[src/rtl/io_dec_pkg.sv]
package io_dec_pkg;
  localparam int BYTE_W = 8;
  localparam int DATA_W = 2 * BYTE_W;
  localparam int ADDR_W = 20;
  localparam int DEC_W  = 8;
endpackage

[src/rtl/io_rst_sync.sv]
module io_rst_sync (
  input  logic clk,
  input  logic rst_n,
  output logic rst_sync_n
);
  logic stage1_q, stage2_q;

  always_ff @(posedge clk or negedge rst_n) begin
    if (!rst_n) begin
      stage1_q <= 1'b0;
      stage2_q <= 1'b0;
    end else begin
      stage1_q <= 1'b1;
      stage2_q <= stage1_q;
    end
  end

  assign rst_sync_n = stage2_q;
endmodule

[src/rtl/io_strobe_gen.sv]
module io_strobe_gen (
  input  logic cyc_n_i,
  input  logic m_io_i,
  input  logic w_r_i,
  output logic iorc_n_o,
  output logic iowc_n_o
);
  logic io_cyc;

  always_comb begin
    io_cyc   = !cyc_n_i && !m_io_i;
    iorc_n_o = !(io_cyc && !w_r_i);
    iowc_n_o = !(io_cyc &&  w_r_i);
  end

  always_comb begin
    AST_STROBE_EXCL: assert (iorc_n_o || iowc_n_o);
  end
endmodule

[src/rtl/io_port_match.sv]
module io_port_match #(
  parameter int          ADDR_W  = 20,
  parameter int          DEC_W   = 8,
  parameter logic [7:0]  WR_PORT = 8'h40,
  parameter logic [7:0]  RD_PORT = 8'h48
) (
  input  logic [ADDR_W-1:0] addr_i,
  input  logic              bhe_n_i,
  input  logic              iorc_n_i,
  input  logic              iowc_n_i,
  output logic              wr_lo_o,
  output logic              wr_hi_o,
  output logic              rd_sel_o
);
  localparam int PAIR_W = DEC_W - 1;
  localparam logic [PAIR_W-1:0] WR_PAIR = WR_PORT[DEC_W-1:1];
  localparam logic [PAIR_W-1:0] RD_PAIR = RD_PORT[DEC_W-1:1];

  logic wr_hit, rd_hit;
  logic unused_upper;

  assign unused_upper = ^addr_i[ADDR_W-1:DEC_W];

  always_comb begin
    wr_hit   = (addr_i[DEC_W-1:1] == WR_PAIR);
    rd_hit   = (addr_i[DEC_W-1:1] == RD_PAIR) && !addr_i[0];
    wr_lo_o  = !iowc_n_i && wr_hit && !addr_i[0];
    wr_hi_o  = !iowc_n_i && wr_hit && !bhe_n_i;
    rd_sel_o = !iorc_n_i && rd_hit;
  end

  always_comb begin
    AST_RD_NEEDS_RC: assert (!rd_sel_o || !iorc_n_i);
  end
endmodule

[src/rtl/io_out_latch.sv]
module io_out_latch #(
  parameter int W = 8
) (
  input  logic         clk,
  input  logic         rst_n,
  input  logic         load_i,
  input  logic [W-1:0] d_i,
  output logic [W-1:0] q_o
);
  logic [W-1:0] q_r, q_nxt;

  always_comb begin
    q_nxt = q_r;
    if (load_i) q_nxt = d_i;
  end

  always_ff @(posedge clk or negedge rst_n) begin
    if (!rst_n) q_r <= '0;
    else        q_r <= q_nxt;
  end

  assign q_o = q_r;
endmodule

[src/rtl/io_port_decoder.sv]
module io_port_decoder
  import io_dec_pkg::*;
#(
  parameter logic [7:0] WR_PORT = 8'h40,
  parameter logic [7:0] RD_PORT = 8'h48
) (
  input  logic              clk,
  input  logic              rst_n,
  input  logic              cyc_n_i,
  input  logic              m_io_i,
  input  logic              w_r_i,
  input  logic              bhe_n_i,
  input  logic [ADDR_W-1:0] addr_i,
  input  logic [DATA_W-1:0] wdata_i,
  input  logic [BYTE_W-1:0] sw_i,
  output logic              iorc_n_o,
  output logic              iowc_n_o,
  output logic [DATA_W-1:0] rdata_o,
  output logic              rdata_oe_o,
  output logic [BYTE_W-1:0] lat_lo_o,
  output logic [BYTE_W-1:0] lat_hi_o
);
  localparam int LANES = DATA_W / BYTE_W;

  logic             rst_sync_n;
  logic             rd_sel;
  logic [LANES-1:0] lane_load;
  logic [BYTE_W-1:0] lane_q [LANES];

  io_rst_sync u_rst (
    .clk        (clk),
    .rst_n      (rst_n),
    .rst_sync_n (rst_sync_n)
  );

  io_strobe_gen u_strb (
    .cyc_n_i  (cyc_n_i),
    .m_io_i   (m_io_i),
    .w_r_i    (w_r_i),
    .iorc_n_o (iorc_n_o),
    .iowc_n_o (iowc_n_o)
  );

  io_port_match #(
    .ADDR_W  (ADDR_W),
    .DEC_W   (DEC_W),
    .WR_PORT (WR_PORT),
    .RD_PORT (RD_PORT)
  ) u_match (
    .addr_i   (addr_i),
    .bhe_n_i  (bhe_n_i),
    .iorc_n_i (iorc_n_o),
    .iowc_n_i (iowc_n_o),
    .wr_lo_o  (lane_load[0]),
    .wr_hi_o  (lane_load[1]),
    .rd_sel_o (rd_sel)
  );

  for (genvar g = 0; g < LANES; g++) begin : g_lane
    io_out_latch #(.W(BYTE_W)) u_lat (
      .clk    (clk),
      .rst_n  (rst_sync_n),
      .load_i (lane_load[g]),
      .d_i    (wdata_i[g*BYTE_W +: BYTE_W]),
      .q_o    (lane_q[g])
    );
  end

  assign lat_lo_o = lane_q[0];
  assign lat_hi_o = lane_q[1];

  always_comb begin
    rdata_oe_o = rd_sel;
    rdata_o    = '0;
    if (rd_sel) rdata_o = {{(DATA_W-BYTE_W){1'b0}}, sw_i};
  end

  AST_MEM_NO_STROBE: assert property (@(posedge clk) disable iff (!rst_sync_n)
    m_io_i |-> (iorc_n_o && iowc_n_o));
  AST_LO_CAPTURE: assert property (@(posedge clk) disable iff (!rst_sync_n)
    (rst_sync_n && lane_load[0]) |=> (lat_lo_o == $past(wdata_i[BYTE_W-1:0])));
  AST_HI_CAPTURE: assert property (@(posedge clk) disable iff (!rst_sync_n)
    (rst_sync_n && lane_load[1]) |=> (lat_hi_o == $past(wdata_i[DATA_W-1:BYTE_W])));
  AST_LO_HOLD: assert property (@(posedge clk) disable iff (!rst_sync_n)
    (rst_sync_n && !lane_load[0]) |=> $stable(lat_lo_o));
  AST_HI_HOLD: assert property (@(posedge clk) disable iff (!rst_sync_n)
    (rst_sync_n && !lane_load[1]) |=> $stable(lat_hi_o));
  AST_OE_ON_READ: assert property (@(posedge clk) disable iff (!rst_sync_n)
    rdata_oe_o |-> !iorc_n_o);
  AST_FLOAT_ZERO: assert property (@(posedge clk) disable iff (!rst_sync_n)
    !rdata_oe_o |-> (rdata_o == '0));
endmodule

[config.mk]
export PLATFORM = sky130hd
export DESIGN_NAME = io_port_decoder
export DESIGN_NICKNAME = d
export VERILOG_FILES = /design/src/rtl/io_dec_pkg.sv /design/src/rtl/io_rst_sync.sv /design/src/rtl/io_strobe_gen.sv /design/src/rtl/io_port_match.sv /design/src/rtl/io_out_latch.sv /design/src/rtl/io_port_decoder.sv
export SDC_FILE = /design/constraint.sdc
export NUM_CORES = 1
export LEC_CHECK = 0
export ABC_AREA = 1
export BUFFER_PORTS_ARGS = -buffer_cell sky130_fd_sc_hd__clkbuf_2
export CORE_ASPECT_RATIO = 1.25
export CORE_UTILIZATION = 35
export DETAILED_ROUTE_END_ITERATION = 12
export GPL_TIMING_DRIVEN = 0
export PLACE_DENSITY = 0.79
export RECOVER_POWER = 100
export SYNTH_ARGS = -nofsm -noshare
export SYNTH_HDL_FRONTEND = slang
export SYNTH_HIERARCHICAL = 1
export SYNTH_SLANG_ARGS = --single-unit
[constraint.sdc]
create_clock -name clk -period 1.2 [get_ports clk]
set_input_delay 0.24 -clock clk [delete_from_list [all_inputs] [get_ports clk]]
set_output_delay 0.24 -clock clk [all_outputs]
set_load 0.02 [all_outputs]
Word level (Yosys, flattened, before mapping) --
Index checks and enable logic that the tools add are counted.
Storage, ports and cells: bits in registers 18, input bits 50, output and inout bits 35, logic and storage cells 22
Operators by class: equal/unequal tests 2, muxes and demuxes 1, reduce and logical (&&, ||, !) cells 15
Operators by type and width (number):
- equality test 7 x 6 -> 1 bit, second input constant | 2
- logical AND 1 bit | 8
- two-way mux 8 bit | 1
- zero test 1 bit | 7

Logic depth before layout (Yosys ltp) --
depth in word-level cells 5, mapped depth 9, gate-level depth less buffers 8

Cells and area by module --
Netlist, hierarchy kept.
Modules (own cells, without submodules):
- io_out_latch | instances 2, cells each 34, area an instance 305.3 µm², seq. area each 200.2 µm²
- io_port_decoder | instances 1, cells each 26, area an instance 128.9 µm², seq. area each 0.0 µm²
- io_port_match | instances 1, cells each 12, area an instance 60.1 µm², seq. area each 0.0 µm²
- io_rst_sync | instances 1, cells each 3, area an instance 53.8 µm², seq. area each 50.0 µm²
- io_strobe_gen | instances 1, cells each 4, area an instance 17.5 µm², seq. area each 0.0 µm²

Least setup slack after synthesis --
OpenSTA, ideal clock, no wires.
path type input to output, from in m_io_i, to out rdata_o[0], arrival time 1.409 ns, data required time 0.960 ns, slack -0.449 ns, stages on the path 8, buffers on the path 1, path through nor2_2 > nand2_1 > inv_1 > nand3b_1 > nor2_1 > buf_2 > nand2_1 > inv_1
Between the ends: longest elaborated chain between the ends 5
Ends and longest elaborated chain:
- start, declared | RTL line io_port_decoder.sv:10 | input logic m_io_i,
- zero test 1 bit | RTL line io_strobe_gen.sv:11 | io_cyc = !cyc_n_i && !m_io_i;
- logical AND 1 bit | RTL line io_strobe_gen.sv:11
- logical AND 1 bit | RTL line io_strobe_gen.sv:12 | iorc_n_o = !(io_cyc && !w_r_i);
- logical AND 1 bit | RTL line io_port_match.sv:29 | rd_sel_o = !iorc_n_i && rd_hit;
- net rdata_oe_o | RTL line io_port_decoder.sv:19 | output logic rdata_oe_o,
- two-way mux 8 bit | RTL line io_port_decoder.sv:75 | if (rd_sel) rdata_o = {{(DATA_W-BYTE_W){1'b0}}, sw_i};
- end, declared | RTL line io_port_decoder.sv:18 | output logic [DATA_W-1:0] rdata_o,
The timed path passes the listed nets, and every way through them passes these cells.

Final worst setup path --
from in m_io_i, to out rdata_o[4]
Between the ends: longest elaborated chain between the ends 5
Ends and longest elaborated chain (RTL line):
- zero test 1 bit | io_strobe_gen.sv:11
- logical AND 1 bit | io_strobe_gen.sv:11
- logical AND 1 bit | io_strobe_gen.sv:12
- logical AND 1 bit | io_port_match.sv:29
- two-way mux 8 bit | io_port_decoder.sv:75
Every way passes these cells.

==> run summary <==
The run finished, with violations left. The final reports fail on negative setup slack. The final critical delay including setup and external delays came out at 1.45 ns. The first global-routing pass estimated 3330 um of wire. TritonCTS created 3 clock buffers. The first-pass iteration count of the detailed router came out at 2. The overall power consumption came out at 1.17 mW. The DRC violations left is 0. During I/O placement, the number of pins put on the boundary was 85. The final weighted congestion in routability-driven placement is 0.757. The area of the core came out at 2280 um2. Setup repair after global routing could not meet its margin everywhere.

In this run the number of cells on the critical path is 10. For the worst setup path, the data required time is 0.96 ns. In this run the tightest slew margin relative to its limit is 58.3%. CTS built an H-tree with a depth of 1. Along the worst hold path, the cell count comes to 3. In the synthesized netlist, the cells that appear most often are 58 x sky130_fd_sc_hd__nand2_1, 18 x sky130_fd_sc_hd__dfrtp_1, 11 x sky130_fd_sc_hd__inv_1, 8 x sky130_fd_sc_hd__buf_4. Once the floorplan was initialized, standard cells occupied 38.2% of the core.

The number of different library cells in the post-synthesis netlist came out at 13. The count of state elements after synthesis came out at 18. The portion of synthesized cell area occupied by the leading cell type came out at 51.7%. The leakage power summed over all cells came out at 0.964 nW. On the critical path, the stage with the largest delay is an instance of sky130_fd_sc_hd__nor2_4. The synthesized area per cell came out at 7.71 um2.

The fmax is 689 MHz. The worst setup path is captured at an output port. The height of the die came out at 57.8 um. The stage delay of the slowest cell on the critical path is 0.16 ns. The cell sitting at the root of the clock tree is a sky130_fd_sc_hd__clkbuf_4. The proportion of synthesized flip-flops having asynchronous set or reset came out at 100%. The clock arrives with 0.000865 ns of skew. The HPWL reported at the end of detailed placement is 1630 um. The number of enable flip-flop cells after synthesis is 0. VDD sags by at most 0.000514 V. The number of hold-slack violations in the final timing report came out at 0.

Hold timing on the final database bottoms out at a slack of 0.134 ns. The number of diodes added for antenna fixing is 0. The initial antenna violation count was 0. The clock passes through at most 2 buffers. The growth of design area from synthesis to finish is 70.8%. The CTS tree is done. The detailed router finished its first iteration with 17 violations.

The detailed-route vias per instance is 4.20. The post-detailed-route wirelength per cell is 9.51 um. Among all flip-flop cells after synthesis, the most frequent one is sky130_fd_sc_hd__dfrtp_1. The data arrival time of the worst path is 1.21 ns. The ratio of final minimum period to clock period came out at 121%. For the pin with the worst max-slew slack, the measured transition is 0.626 ns. The power density of the placed cells came out at 790 nW/um2. sky130_fd_sc_hd__dfrtp_1 takes more of the synthesized area than any other cell.

The total vias in the final route is 928. By area the synthesized netlist is led by sky130_fd_sc_hd__dfrtp_1 52%, sky130_fd_sc_hd__nand2_1 25%, sky130_fd_sc_hd__buf_4 6.9%, sky130_fd_sc_hd__inv_1 4.7%, sky130_fd_sc_hd__nor2_2 2.9%. The number of warnings printed during yosys synthesis is 6. The clock sink total came out at 18.

The class of the tightest hold or removal check is input port to register. The final critical-path setup slack is -0.252 ns. The max-slew violation total from the final report came out at 0. Together, buffers and inverters on the worst path number 5. The worst setup path is of the input port to output port kind. Walking the worst path, the cells encountered are buf_6, nor2_4, nand2_4, inv_2, nand3b_1, nor2_4, buf_12, nand2_2, inv_2, buf_8. The standard-cell row count is 19. The via count of the first global-routing pass was 862. At the end of the flow, the number of nets in the layout was 241. STA classifies the critical path startpoint as an input port.

The tool flagged a number of max-cap violations equal to 0. The number of input and output port buffers inserted is 64. The detail route stage leaves a number of antenna-violating nets equal to 0. The number of standard cells after synthesis came out at 113. The fraction of layout instances using a drive strength above 1 came out at 54.2%. The final-report setup violation count is 9.

The kind of cell with the highest combined delay along the critical path is simple AND/OR/NAND/NOR gates. The number of cells on the worst reg-to-reg path came out at 0. The residual overflow from global routing is 0. After clock tree synthesis, the clock-pin slew on the worst setup and hold paths is 0.10 ns. The post-synthesis instance area came out at 871 um2.

The die boundary width came out at 46.6 um. The final layout contains routed wiring with a total length of 2100 um. sky130_fd_sc_hd__nand2_1 is the most common cell in the netlist.

Of all nets on the critical path, the largest fanout is 8. The die covers 2690 um2. The clock insertion delay at the later pin of the skew report came out at 0.30 ns. Entering global routing, the biggest net connects 17 pins. The sequential share of the synthesized area came out at 51.7%.

The total routing resource utilization after global routing is 17.2%.
[worst paths after layout]
| check | slack (ns) | from | end |
|---|---|---|---|
| setup reg to reg | 0.54 | u_rst/rst_sync_n | g_lane[0].u_lat/q_o[7] |
| setup / recovery | -0.25 | m_io_i | rdata_o[4] |
| hold reg to reg | 0.26 | u_rst/rst_sync_n | g_lane[1].u_lat/q_o[5] |
| max in group asynchronous | 0.54 | u_rst/rst_sync_n | g_lane[0].u_lat/q_o[7] |
| hold / removal | 0.13 | wdata_i[7] | g_lane[0].u_lat/q_o[7] |
| min in group asynchronous | 0.24 | rst_n | u_rst/rst_sync_n |
[cell usage in the layout (no fill, tap or decap)]
cell and count:
sky130_fd_sc_hd__inv_2 8, sky130_fd_sc_hd__nand4_1 1, sky130_fd_sc_hd__clkbuf_4 5, sky130_fd_sc_hd__buf_12 1
sky130_fd_sc_hd__nand2_2 2, sky130_fd_sc_hd__dfrtp_1 18, sky130_fd_sc_hd__inv_1 2, sky130_fd_sc_hd__buf_6 2
sky130_fd_sc_hd__clkbuf_1 2, sky130_fd_sc_hd__nor2_1 3, sky130_fd_sc_hd__nand2_4 7, sky130_fd_sc_hd__buf_8 8
sky130_fd_sc_hd__nand3_1 1, sky130_fd_sc_hd__nor2_4 2, sky130_fd_sc_hd__inv_6 1, sky130_fd_sc_hd__buf_4 9
sky130_fd_sc_hd__dlygate4sd3_1 1, sky130_fd_sc_hd__nand2_1 49, sky130_fd_sc_hd__conb_1 9, sky130_fd_sc_hd__nand3b_1 1
sky130_fd_sc_hd__nor2_2 3, sky130_fd_sc_hd__clkbuf_2 52, sky130_fd_sc_hd__inv_4 2, sky130_fd_sc_hd__clkbuf_8 1
[layout make-up]
type / instances / area (um2)
inverters: 13 / 58.8
clock buffers: 4 / 36.3
fillers: 219 / 795
repair buffers: 66 / 424
flip-flops and latches: 18 / 450
well taps: 31 / 38.8
plain buffers: 11 / 98.8
multi-input cells: 78 / 380
[state kept, by name, indices dropped and copies added, names as in the netlist]
register          cells
g_lane.u_lat/q_o     16
u_rst/rst_sync_n      1
u_rst/stage1_q        1
[per-stage QoR]
stage	instances	setup slack, ns	setup TNS, ns	instance area [um2]	util [%]
after floorplan	120	-0.0917	-2.01	923	-
after global placement	215	-0.200	-4.24	1280	56.2
after detailed placement	215	-0.238	-5.07	1280	56.2
after CTS	220	-0.221	-1.70	1400	61.4
after global routing	221	-0.336	-3.11	1490	65.2
final	221	-0.252	-2.05	1490	65.2
[where the power goes]
part           internal, mW  total (mW)  switching (mW)
Clock                 0.185       0.376           0.191
Sequential            0.617       0.632          0.0143
Combinational        0.0825       0.167          0.0847
Total                 0.885        1.17           0.290
[routing by layer]
metal  wire (um)  track usage, %  share of wire, %  vias to the layer above
li1            -               -                 -                      468
met1         739            15.5                35                      400
met2        1080            31.9                51                       55
met3         242            5.92                12                        5
met4          43            8.57               2.0                        0
met5           0               0                 0                        -
[repair_timing]
| item | in CTS | in global routing |
|---|---|---|
| pin swaps | 0 | 6 |
| setup buffers | 0 | 1 |
| setup endpoints to repair | 9 | 9 |
| hold buffers | 1 | 0 |
| hold endpoints to repair | 2 | 0 |
| resized for setup | 14 | 31 |
[logic make-up after synthesis]
family                 synth area share, %
AND/OR/NAND/NOR                       31.8
buffers and inverters                 15.7
flip-flops                            51.7
other                                0.862
[worst min-delay path, delay by kind of cell]
| family | cells | cell delay, ns |
|---|---|---|
| simple gates | 2 | 0.09 |
| buf+inv | 1 | 0.07 |
No activity file was read; power rests on OpenSTA's default activity.
